`config.mk`:
```
export PLATFORM = sky130hd
export DESIGN_NAME = modptr_unit
export DESIGN_NICKNAME = d
export VERILOG_FILES = /design/src/rtl/modptr_pkg.sv /design/src/rtl/modptr_bounds.sv /design/src/rtl/modptr_adder.sv /design/src/rtl/modptr_regs.sv /design/src/rtl/modptr_unit.sv
export SDC_FILE = /design/constraint.sdc
export NUM_CORES = 1
export LEC_CHECK = 0
export ABC_AREA = 1
export CAP_MARGIN = 10
export CORE_MARGIN = 4
export CORE_UTILIZATION = 55
export DETAILED_ROUTE_END_ITERATION = 8
export DONT_BUFFER_PORTS = 1
export GPL_ROUTABILITY_DRIVEN = 0
export PLACE_DENSITY = 0.74
export SYNTH_ARGS = -nofsm -noshare
export SYNTH_HDL_FRONTEND = slang
export SYNTH_SLANG_ARGS = --single-unit
```
`constraint.sdc`:
```
create_clock -name clk -period 29.8 [get_ports clk]
set_input_delay 8.94 -clock clk [delete_from_list [all_inputs] [get_ports clk]]
set_output_delay 8.94 -clock clk [all_outputs]
set_load 0.01 [all_outputs]
```
`src/rtl/modptr_pkg.sv`:
```
package modptr_pkg;

    typedef enum logic [1:0] {
        OP_HOLD = 2'b00,
        OP_INC  = 2'b01,
        OP_DEC  = 2'b10,
        OP_ADDN = 2'b11
    } step_op_e;

    typedef enum logic [1:0] {
        MODE_NOUPD  = 2'b00,
        MODE_LINEAR = 2'b01,
        MODE_MODULO = 2'b10
    } upd_mode_e;

endpackage

```
`src/rtl/modptr_bounds.sv`:
```
module modptr_bounds #(
    parameter int ADDR_W = 16
) (
    input  logic [ADDR_W-1:0] mod_val,
    input  logic [ADDR_W-1:0] ptr,
    output logic [ADDR_W-1:0] lower,
    output logic [ADDR_W:0]   upper
);
    logic [ADDR_W-1:0] mask;

    // mask bit i is set when any modulus bit at or above i is set:
    // this yields 2^k - 1 with 2^k the smallest power of two >= mod_val + 1
    for (genvar i = 0; i < ADDR_W; i++) begin : g_mask
        assign mask[i] = |mod_val[ADDR_W-1:i];
    end

    assign lower = ptr & ~mask;
    assign upper = {1'b0, lower} + {1'b0, mod_val};

endmodule

```
`src/rtl/modptr_adder.sv`:
```
module modptr_adder
    import modptr_pkg::*;
#(
    parameter int ADDR_W = 16
) (
    input  upd_mode_e         mode,
    input  logic [ADDR_W-1:0] ptr,
    input  logic [ADDR_W-1:0] step,
    input  logic [ADDR_W-1:0] mod_val,
    input  logic [ADDR_W-1:0] lower,
    input  logic [ADDR_W:0]   upper,
    output logic [ADDR_W-1:0] nxt
);
    localparam int W2 = ADDR_W + 2;

    logic signed [W2-1:0] sum_s;
    logic signed [W2-1:0] lo_s;
    logic signed [W2-1:0] hi_s;
    logic signed [W2-1:0] size_s;
    logic                 backward;

    assign backward = step[ADDR_W-1];
    assign sum_s    = $signed({2'b00, ptr}) + $signed({{2{step[ADDR_W-1]}}, step});
    assign lo_s     = $signed({2'b00, lower});
    assign hi_s     = $signed({1'b0, upper});
    assign size_s   = $signed({2'b00, mod_val} + W2'(1));

    always_comb begin
        nxt = ptr;
        unique case (mode)
            MODE_NOUPD:  nxt = ptr;
            MODE_LINEAR: nxt = sum_s[ADDR_W-1:0];
            MODE_MODULO: begin
                if (!backward && (sum_s > hi_s))
                    nxt = ADDR_W'(sum_s - size_s);
                else if (backward && (sum_s < lo_s))
                    nxt = ADDR_W'(sum_s + size_s);
                else
                    nxt = sum_s[ADDR_W-1:0];
            end
            default:     nxt = ptr;
        endcase
    end

endmodule

```
`src/rtl/modptr_regs.sv`:
```
module modptr_regs #(
    parameter int NUM_PTR = 4,
    parameter int ADDR_W  = 16,
    localparam int SEL_W  = $clog2(NUM_PTR)
) (
    input  logic                           clk,
    input  logic                           rst,
    input  logic                           wr_en,
    input  logic [SEL_W-1:0]               wr_sel,
    input  logic [ADDR_W-1:0]              wr_data,
    input  logic [SEL_W-1:0]               rd_sel,
    output logic [ADDR_W-1:0]              rd_data,
    output logic [NUM_PTR-1:0][ADDR_W-1:0] regs
);
    for (genvar i = 0; i < NUM_PTR; i++) begin : g_ptr
        always_ff @(posedge clk) begin
            if (rst)
                regs[i] <= '0;
            else if (wr_en && (wr_sel == SEL_W'(i)))
                regs[i] <= wr_data;
        end
    end

    assign rd_data = regs[rd_sel];

endmodule

```
`src/rtl/modptr_unit.sv`:
```
module modptr_unit
    import modptr_pkg::*;
#(
    parameter int NUM_PTR = 4,
    parameter int NUM_MOD = 2,
    parameter int ADDR_W  = 16,
    localparam int SEL_W  = $clog2(NUM_PTR)
) (
    input  logic              clk,
    input  logic              rst,
    input  logic [SEL_W-1:0]  ptr_sel,
    input  logic [1:0]        op,
    input  logic [ADDR_W-1:0] offset,
    input  logic              upd_en,
    input  logic              ld_en,
    input  logic [ADDR_W-1:0] ld_data,
    input  logic              mod_ld_en,
    input  logic [ADDR_W-1:0] mod_ld_data,
    output logic [ADDR_W-1:0] eff_addr,
    output logic [ADDR_W-1:0] next_ptr
);
    logic [ADDR_W-1:0]              mod_q;
    logic [NUM_PTR-1:0][ADDR_W-1:0] ptr_q;
    logic [ADDR_W-1:0]              lower_b;
    logic [ADDR_W:0]                upper_b;
    logic [ADDR_W-1:0]              step;
    logic [ADDR_W-1:0]              wr_data;
    logic                           modulo_ok;
    step_op_e                       op_e;
    upd_mode_e                      mode;

    always_ff @(posedge clk) begin
        if (rst)
            mod_q <= '1;
        else if (mod_ld_en)
            mod_q <= mod_ld_data;
    end

    assign op_e      = step_op_e'(op);
    assign modulo_ok = (ptr_sel < SEL_W'(NUM_MOD)) && !(&mod_q);

    always_comb begin
        step = '0;
        unique case (op_e)
            OP_HOLD: step = '0;
            OP_INC:  step = ADDR_W'(1);
            OP_DEC:  step = '1;
            OP_ADDN: step = offset;
            default: step = '0;
        endcase
    end

    always_comb begin
        mode = MODE_NOUPD;
        unique case (op_e)
            OP_HOLD: mode = MODE_NOUPD;
            default: mode = modulo_ok ? MODE_MODULO : MODE_LINEAR;
        endcase
    end

    modptr_regs #(.NUM_PTR(NUM_PTR), .ADDR_W(ADDR_W)) u_regs (
        .clk     (clk),
        .rst     (rst),
        .wr_en   (upd_en | ld_en),
        .wr_sel  (ptr_sel),
        .wr_data (wr_data),
        .rd_sel  (ptr_sel),
        .rd_data (eff_addr),
        .regs    (ptr_q)
    );

    modptr_bounds #(.ADDR_W(ADDR_W)) u_bounds (
        .mod_val (mod_q),
        .ptr     (eff_addr),
        .lower   (lower_b),
        .upper   (upper_b)
    );

    modptr_adder #(.ADDR_W(ADDR_W)) u_adder (
        .mode    (mode),
        .ptr     (eff_addr),
        .step    (step),
        .mod_val (mod_q),
        .lower   (lower_b),
        .upper   (upper_b),
        .nxt     (next_ptr)
    );

    assign wr_data = ld_en ? ld_data : next_ptr;

endmodule

```
==> results of run 1 <==
## synthesized netlist by cell type (all sizes together)
library cell	number	area share, %
nor2	92	4.4
clkbuf	37	1.6
nor3b	1	0.087
a21oi	164	10
a31o	1	0.10
nand2	228	11
xnor2	11	1.1
o31ai	2	0.17
o211ai	3	0.26
nand3	92	6.9
a22o	4	0.41
nor4	4	0.29
a31oi	6	0.44
nor3	18	1.2
o21bai	12	1.0
nand4	14	1.1
xor2	53	5.5
ha	96	14
o22ai	17	1.2
a221oi	3	0.31
a22oi	11	0.96
inv	187	8.2
o21a	8	0.70
a211oi	3	0.26
buf	14	1.1
dfxtp	80	19
a21o	2	0.17
nand3b	1	0.087
fa	4	0.93
o21ai	110	6.4
or2	15	1.1
and2	4	0.29
## worst min-delay path, delay by kind of cell (launching register included)
kind | cells | cell delay, ns
flip-flops | 1 | 0.32
AO/OA/AOI/OAI | 2 | 0.18
## placed cells by master, fill, tap and decap left out, types with 17 or more instances in the layout
cell / count
o22ai_1: 17
nand3_2: 27
nand2_1: 200
a21oi_1: 157
nor2_1: 82
dfxtp_1: 80
xor2_1: 52
o21ai_0: 102
ha_1: 96
nand3_1: 65
nand2_2: 25
inv_1: 181
## layer usage
layer	up-vias	GRT usage, %	wire length (um)
li1	4273	-	-
met1	3946	41.0	11400
met2	465	46.4	11700
met3	78	6.35	2820
met4	2	14.0	1340
met5	-	0	14
## area by class of cell
class,count,area [sq um]
fillers,1516,6230
multi-input cells,979,6060
flip-flops and latches,80,1600
inverters,187,702
well taps,211,264
clock buffers,13,260
repair buffers,13,97.6
clock inverters,3,40.0
diodes,1,2.50
## how the worst max path moves through the flow
| stage | startpoint | to | slack (ns) | cells after the start |
|---|---|---|---|---|
| 2_1_floorplan | ptr_sel[0] | next_ptr[1] | 7.50 | 32 |
| 3_3_place_gp | ptr_sel[0] | next_ptr[12] | 6.60 | 33 |
| 3_5_place_dp | ptr_sel[0] | next_ptr[12] | 6.47 | 33 |
| 4_1_cts | ptr_sel[0] | next_ptr[12] | 6.46 | 33 |
| 5_1_grt | ptr_sel[0] | next_ptr[12] | 5.74 | 33 |
| 6_report | ptr_sel[0] | next_ptr[12] | 6.39 | 33 |
## sequential cells by signal (all words and copies together), names as in the netlist
name	cells
u_regs.regs	64
mod_q	16
## kinds of logic (layout without fill, tap and decap cells)
kind of cell    Yosys count  after routing  synth area share (%)
compound gates          346            346                  22.4
xor+xnor                 64             64                  6.62
fa+ha+maj               100            100                  14.9
buf+inv                 238            216                  10.9
flops                    80             80                  18.7
other cells               0              1                     0
simple gates            469            469                  26.4
## metrics by stage
step	worst slack (ns)	util (%)	cell area [sq um]	total power [mW]
after global placement	6.60	57.2	8720	0.436
after CTS	6.46	59.1	9020	0.550
after detailed placement	6.47	57.2	8720	0.440
after global routing	5.74	59.1	9020	0.598
final	6.39	59.1	9020	0.557
after floorplan	7.50	-	8590	0.360
## power groups by stage
| stage | Clock [mW] | Combinational, mW | Sequential (mW) |
|---|---|---|---|
| 6_report | 0.109 | 0.327 | 0.121 |
| 3_5_place_dp | 0 | 0.317 | 0.123 |
| 3_3_place_gp | 0 | 0.313 | 0.123 |
| 5_1_grt | 0.116 | 0.361 | 0.122 |
| 4_1_cts | 0.110 | 0.319 | 0.121 |
| 2_1_floorplan | 0 | 0.240 | 0.121 |
==> flow_results.xml, run 1 <==
<?xml version="1.0" encoding="UTF-8"?>
<metrics>
  <group name="sta">
    <metric name="timing_max_transition_violations_final" unit="">0</metric>
    <metric name="slew_headroom" unit="%">21.2</metric>
    <metric name="rsz_0062_raised_after_global_routing" unit="">false</metric>
    <metric name="setup_tns" unit="ns">0</metric>
    <metric name="finClkSkew" unit="ns">0.00608</metric>
    <metric name="worst_hold_slack" unit="ns">0.540</metric>
    <metric name="least_margin_pin_slew" unit="ns">1.18</metric>
    <metric name="fmax" unit="MHz">42.7</metric>
    <metric name="layout_min_cycle_time" unit="ns">23.41</metric>
    <metric name="setup_viol" unit="">0</metric>
    <metric name="timing_hold_violations_final" unit="">0</metric>
    <metric name="final.period_utilization" unit="%">78.5</metric>
  </group>
  <group name="flow_run">
    <metric name="max_cap_viol_count" unit="">0</metric>
  </group>
  <group name="clock_tree">
    <metric name="insertion_delay" unit="ns">0.33</metric>
    <metric name="hold_buffers" unit="">0</metric>
    <metric name="tritoncts" unit="">built</metric>
    <metric name="ctsHtreeMaxLevel" unit="">3</metric>
    <metric name="clock-root-buffer" unit="">clkbuf_16</metric>
    <metric name="post_cts.resized_instances" unit="">0</metric>
    <metric name="max-clock-path-buffers" unit="">2</metric>
    <metric name="postCtsSetupRepairBufs" unit="">0</metric>
    <metric name="numCtsBuffers" unit="">9</metric>
    <metric name="cts_sinks" unit="">80</metric>
    <metric name="path_clk_slew" unit="ns">0.06</metric>
  </group>
  <group name="worst_setup_path">
    <metric name="r2r.worst_path.cells" unit="">32</metric>
    <metric name="critPathLaunchType" unit="">input pin</metric>
    <metric name="critical_path_buf_inv_count" unit="">6</metric>
    <metric name="rr_endpoint" unit="">u_regs.regs[46]</metric>
    <metric name="reg2reg_slack" unit="ns">23.72</metric>
    <metric name="r2r_start" unit="">mod_q[12]</metric>
    <metric name="critical_path_peak_fanout" unit="">20</metric>
    <metric name="worst_setup_end_kind" unit="">output pin</metric>
    <metric name="setup.worst_path.class" unit="">input pin to output pin</metric>
    <metric name="cp_slowest_cell" unit="">o21a_1</metric>
    <metric name="cp_delay_by_family_top" unit="">compound AO/OA/AOI/OAI gates</metric>
    <metric name="critPathRequiredTime" unit="ns">20.86</metric>
    <metric name="critical-path-max-stage-delay" unit="ns">0.36</metric>
    <metric name="crit_arrival" unit="ns">14.47</metric>
    <metric name="cp_common_cell" unit="">a21oi_1</metric>
  </group>
  <group name="floorplan">
    <metric name="die_area" unit="sq um">17700</metric>
    <metric name="die-height" unit="um">133</metric>
    <metric name="start_util" unit="%">56.3</metric>
    <metric name="floorplan.core_area" unit="sq um">15300</metric>
    <metric name="fp.dieW" unit="um">133</metric>
    <metric name="design.portCount" unit="">89</metric>
    <metric name="rows" unit="">45</metric>
  </group>
  <group name="detailed_routing">
    <metric name="firstDrtPassIters" unit="">7</metric>
    <metric name="routed_wl" unit="um">27300</metric>
    <metric name="route.detailed.vias_per_inst" unit="">5.89</metric>
    <metric name="first_iter_violations" unit="">935</metric>
    <metric name="post-route-drc-count" unit="">0</metric>
    <metric name="routed-via-count" unit="">8764</metric>
    <metric name="drt-wirelength-per-cell" unit="um">18.3</metric>
    <metric name="postRouteAntennaNets" unit="">0</metric>
  </group>
  <group name="power_and_ir_drop">
    <metric name="max-vdd-ir-drop" unit="V">0.0000474</metric>
    <metric name="clock_power_share" unit="%">19.6</metric>
    <metric name="switching_power" unit="uW">265</metric>
    <metric name="cell_area_power_density" unit="nW/um^2">61.8</metric>
    <metric name="power.combinational.fraction" unit="%">58.7</metric>
    <metric name="power.static_leakage" unit="nW">4.56</metric>
    <metric name="cell_internal_pwr" unit="uW">292</metric>
    <metric name="p_sw_share" unit="%">47.6</metric>
    <metric name="seq_power_share" unit="%">21.7</metric>
  </group>
  <group name="yosys">
    <metric name="syn_area" unit="sq um">8590</metric>
    <metric name="ys_warn_count" unit="">0</metric>
    <metric name="synth_seq_area_share" unit="%">18.7</metric>
    <metric name="postSynthCellCount" unit="">1297</metric>
    <metric name="synth.net_count" unit="">1454</metric>
    <metric name="register_bit_total_from_synthesis" unit="">80</metric>
    <metric name="synth_area_per_cell" unit="sq um">6.62</metric>
    <metric name="synth_cell_type_count" unit="">49</metric>
  </group>
  <group name="global_routing">
    <metric name="antenna_found_initial" unit="">2</metric>
    <metric name="global_route.usage.total" unit="%">30.4</metric>
    <metric name="grt_first_pass_wirelength" unit="um">43100</metric>
    <metric name="number_of_global_route_vias_before_repair" unit="">8021</metric>
    <metric name="grt_start_max_net_pins" unit="">70</metric>
    <metric name="global_route_overflow" unit="">0</metric>
  </group>
  <group name="hold_path">
    <metric name="timing.hold.worst_path_depth" unit="">2</metric>
    <metric name="hold_end" unit="">u_regs.regs[48]</metric>
    <metric name="worstHoldStart" unit="">u_regs.regs[48]</metric>
    <metric name="hold_wc_path_type" unit="">flip-flop to flip-flop</metric>
  </group>
  <group name="place">
    <metric name="place_hpwl" unit="um">21600</metric>
    <metric name="place.port_buffers" unit="">0</metric>
    <metric name="placed_cells" unit="">1470</metric>
  </group>
  <group name="cells_and_area">
    <metric name="fin_cells" unit="">1487</metric>
    <metric name="area_growth_syn_to_layout" unit="%">5.10</metric>
    <metric name="layout-drive-gt1-share" unit="%">9.65</metric>
    <metric name="num-nets-final" unit="">1427</metric>
  </group>
  <group name="outcome">
    <metric name="result_of_the_run" unit="">finished clean</metric>
  </group>
</metrics>
(Power assumes the default switching activity.)
==> inputs of run 2 (changes only) <==
- ABC_AREA: 1 -> 0
- clock period: 29.8 -> 22 ns (I/O delays scaled with it)
==> flow_results.xml, run 2 <==
<?xml version="1.0" encoding="UTF-8"?>
<metrics>
  <group name="outcome">
    <metric name="result_of_the_run" unit="">finished clean</metric>
  </group>
  <group name="detailed_routing">
    <metric name="firstDrtPassIters" unit="">5</metric>
    <metric name="drt-wirelength-per-cell" unit="um">21.9</metric>
    <metric name="routed_wl" unit="um">26300</metric>
    <metric name="first_iter_violations" unit="">841</metric>
    <metric name="post-route-drc-count" unit="">0</metric>
    <metric name="routed-via-count" unit="">8080</metric>
    <metric name="postRouteAntennaNets" unit="">0</metric>
    <metric name="route.detailed.vias_per_inst" unit="">6.73</metric>
  </group>
  <group name="worst_setup_path">
    <metric name="critical_path_buf_inv_count" unit="">1</metric>
    <metric name="crit_arrival" unit="ns">12.61</metric>
    <metric name="setup.worst_path.class" unit="">input pin to output pin</metric>
    <metric name="critPathLaunchType" unit="">input pin</metric>
    <metric name="critical_path_peak_fanout" unit="">23</metric>
    <metric name="critical-path-max-stage-delay" unit="ns">0.59</metric>
    <metric name="cp_delay_by_family_top" unit="">compound AO/OA/AOI/OAI gates</metric>
    <metric name="cp_slowest_cell" unit="">mux4_2</metric>
    <metric name="critPathRequiredTime" unit="ns">15.40</metric>
    <metric name="cp_common_cell" unit="">a21oi_1</metric>
    <metric name="worst_setup_end_kind" unit="">output pin</metric>
  </group>
  <group name="clock_tree">
    <metric name="numCtsBuffers" unit="">9</metric>
    <metric name="path_clk_slew" unit="ns">0.06</metric>
    <metric name="ctsHtreeMaxLevel" unit="">3</metric>
    <metric name="tritoncts" unit="">built</metric>
    <metric name="cts_sinks" unit="">80</metric>
    <metric name="post_cts.resized_instances" unit="">0</metric>
    <metric name="postCtsSetupRepairBufs" unit="">0</metric>
    <metric name="clock-root-buffer" unit="">clkbuf_16</metric>
    <metric name="max-clock-path-buffers" unit="">2</metric>
    <metric name="insertion_delay" unit="ns">0.34</metric>
    <metric name="hold_buffers" unit="">0</metric>
  </group>
  <group name="yosys">
    <metric name="number_of_synthesized_flops_with_an_enable_pin" unit="">0</metric>
    <metric name="synth_area_per_cell" unit="sq um">7.91</metric>
    <metric name="synth_seq_area_share" unit="%">19.2</metric>
    <metric name="synth.top_cells.by_count" unit="">ha_1, nand2_1, dfxtp_1, nor2_1, a21oi_1</metric>
    <metric name="synth_async_sr_flop_share" unit="%">0</metric>
    <metric name="yosys_most_used_dff" unit="">dfxtp_1</metric>
    <metric name="register_bit_total_from_synthesis" unit="">80</metric>
    <metric name="ys_warn_count" unit="">0</metric>
    <metric name="synth_compound_gate_area_share" unit="%">27.7</metric>
    <metric name="synthAdderAreaFrac" unit="%">15.4</metric>
    <metric name="synth_cell_type_count" unit="">70</metric>
    <metric name="synthDominantCellAreaShare" unit="%">19.2</metric>
    <metric name="synth.net_count" unit="">1210</metric>
    <metric name="synth.area.mux_share" unit="%">6.13</metric>
    <metric name="syn_area" unit="sq um">8330</metric>
    <metric name="synth_xor_xnor_area_share" unit="%">6.10</metric>
    <metric name="synth_top_area_cell" unit="">dfxtp_1</metric>
    <metric name="yosys-top-cells-area" unit="">dfxtp_1, ha_1, mux4_2</metric>
    <metric name="synth_top_family_by_area" unit="">compound AO/OA/AOI/OAI gates</metric>
    <metric name="synth_simple_gate_area_share" unit="%">20.1</metric>
    <metric name="post-synth-top-count-cell" unit="">ha_1</metric>
    <metric name="postSynthCellCount" unit="">1053</metric>
  </group>
  <group name="power_and_ir_drop">
    <metric name="cell_area_power_density" unit="nW/um^2">71.7</metric>
    <metric name="power.static_leakage" unit="nW">4.12</metric>
    <metric name="switching_power" unit="uW">263</metric>
    <metric name="seq_power_share" unit="%">26.2</metric>
    <metric name="max-vdd-ir-drop" unit="V">0.0000627</metric>
    <metric name="p_sw_share" unit="%">42.3</metric>
    <metric name="power.combinational.fraction" unit="%">49.9</metric>
    <metric name="clock_power_share" unit="%">23.9</metric>
    <metric name="cell_internal_pwr" unit="uW">359</metric>
  </group>
  <group name="sta">
    <metric name="setup_slack" unit="ns">2.79</metric>
    <metric name="fmax" unit="MHz">52.1</metric>
    <metric name="least_margin_pin_slew" unit="ns">1.20</metric>
    <metric name="setup_viol" unit="">0</metric>
    <metric name="slew_headroom" unit="%">19.9</metric>
    <metric name="setup_tns" unit="ns">0</metric>
    <metric name="finClkSkew" unit="ns">0.00944</metric>
    <metric name="worst_hold_slack" unit="ns">0.452</metric>
    <metric name="timing_max_transition_violations_final" unit="">0</metric>
    <metric name="layout_min_cycle_time" unit="ns">19.21</metric>
    <metric name="timing_hold_violations_final" unit="">0</metric>
    <metric name="final.period_utilization" unit="%">87.3</metric>
    <metric name="rsz_0062_raised_after_global_routing" unit="">false</metric>
  </group>
  <group name="cells_and_area">
    <metric name="top_library_cells_by_usage_in_the_layout_fill_and_taps_aside" unit="">ha_1, nand2_1, dfxtp_1</metric>
    <metric name="num-nets-final" unit="">1170</metric>
    <metric name="fin_cells" unit="">1201</metric>
    <metric name="top_reg_by_flops" unit="">u_regs.regs</metric>
    <metric name="area_growth_syn_to_layout" unit="%">4.22</metric>
    <metric name="largest_reg_flops" unit="">64</metric>
    <metric name="final_common_cell" unit="">ha_1</metric>
    <metric name="final_core_utilization" unit="%">59.0</metric>
    <metric name="ant_diodes" unit="">0</metric>
    <metric name="num-fill-cells" unit="">1297</metric>
    <metric name="layout-drive-gt1-share" unit="%">5.70</metric>
    <metric name="biggestRegsByFlops" unit="">u_regs.regs (64), mod_q (16)</metric>
  </group>
  <group name="floorplan">
    <metric name="floorplan.core_area" unit="sq um">14700</metric>
    <metric name="rows" unit="">44</metric>
    <metric name="design.portCount" unit="">89</metric>
    <metric name="fp.dieW" unit="um">131</metric>
    <metric name="start_util" unit="%">56.7</metric>
    <metric name="die-height" unit="um">131</metric>
    <metric name="die_area" unit="sq um">17200</metric>
  </group>
  <group name="flow_run">
    <metric name="max_cap_viol_count" unit="">0</metric>
  </group>
  <group name="global_routing">
    <metric name="grt_first_pass_wirelength" unit="um">41800</metric>
    <metric name="number_of_global_route_vias_before_repair" unit="">7708</metric>
    <metric name="global_route_overflow" unit="">0</metric>
    <metric name="global_route.usage.total" unit="%">31.3</metric>
    <metric name="grt_start_max_net_pins" unit="">75</metric>
    <metric name="antenna_found_initial" unit="">0</metric>
  </group>
  <group name="place">
    <metric name="place.port_buffers" unit="">0</metric>
    <metric name="placed_cells" unit="">1186</metric>
    <metric name="place_hpwl" unit="um">20400</metric>
    <metric name="place_ws" unit="ns">2.90</metric>
  </group>
  <group name="hold_path">
    <metric name="hold_wc_path_type" unit="">flip-flop to flip-flop</metric>
  </group>
</metrics>
## run 2: cell count changes after synthesis, moves of 44 or more
cell / before / now
and3_1: 0 / 46
a21oi_1: 157 / 69
o21ai_0: 102 / 55
inv_1: 181 / 60
nand2_1: 200 / 87
a21o_1: 2 / 46
## run 2: kinds of logic after synthesis
family	Yosys count
compound gates	330
xor+xnor	58
fa+ha+maj	100
buf+inv	115
flops	80
mux	31
simple gates	339
## run 2: worst paths after layout
kind | start | end | slack (ns) | cells past startpoint
worst min-delay path | u_regs.regs[28] | u_regs.regs[28] | 0.45 | 2
worst max register to register | mod_q[15] | u_regs.regs[58] | 15.15 | 27
worst max-delay path | ptr_sel[1] | next_ptr[11] | 2.79 | 26
worst min register to register | u_regs.regs[28] | u_regs.regs[28] | 0.45 | 2
## run 2: power by group through the flow
stage / Sequential (mW) / Combinational [mW] / Clock (mW)
5_1_grt: 0.164 / 0.341 / 0.156
4_1_cts: 0.163 / 0.303 / 0.149
2_1_floorplan: 0.162 / 0.235 / 0
3_5_place_dp: 0.166 / 0.301 / 0
3_3_place_gp: 0.165 / 0.299 / 0
6_report: 0.163 / 0.311 / 0.149
## run 2: routing by layer
metal / track usage (%) / share of wire [%]
met2: 47.9 / 44
met1: 41.5 / 41
met3: 7.50 / 10
met5: 0 / 0
met4: 14.9 / 5.1
## run 2: worst reg2reg max path, cell delays in order (launching register included)
cell and delay [ns]:
dfxtp_1 0.49, nor4_4 0.41, nand3_1 0.20, nor2_1 0.27
nand4_1 0.17, inv_1 0.14, ha_1 0.17, a21o_1 0.08
a21oi_1 0.09, o21bai_1 0.19, a21oi_1 0.13, o21bai_1 0.30
a311oi_1 0.17, nor3_1 0.46, and2_1 0.20, o21ai_0 0.07
a221o_1 0.34, ha_1 0.29, and4_1 0.16, nand3_1 0.10
nor3_1 0.06, a41oi_1 0.25, nand2_1 0.29, nor3_1 0.42
nand2_1 0.09, a31oi_1 0.64, mux2i_1 0.30, a211oi_1 0.29
## run 2: per-stage QoR
| stage | power [mW] | instance area [sq um] |
|---|---|---|
| floorplan | 0.397 | 8330 |
| global placement | 0.464 | 8390 |
| detailed placement | 0.467 | 8390 |
| CTS | 0.615 | 8680 |
| global route | 0.660 | 8680 |
| finish | 0.622 | 8680 |
## run 2: area by class of cell
type                       count  area (sq um)  area share (%)
multi-input combinational    858          6300            72.6
sequential                    80          1600            18.5
tap                          184           230            2.65
clock buffer                   9           225            2.59
inverter                      60           225            2.59
clock inverter                 6          68.8           0.793
timing repair buffer           4          30.0           0.346
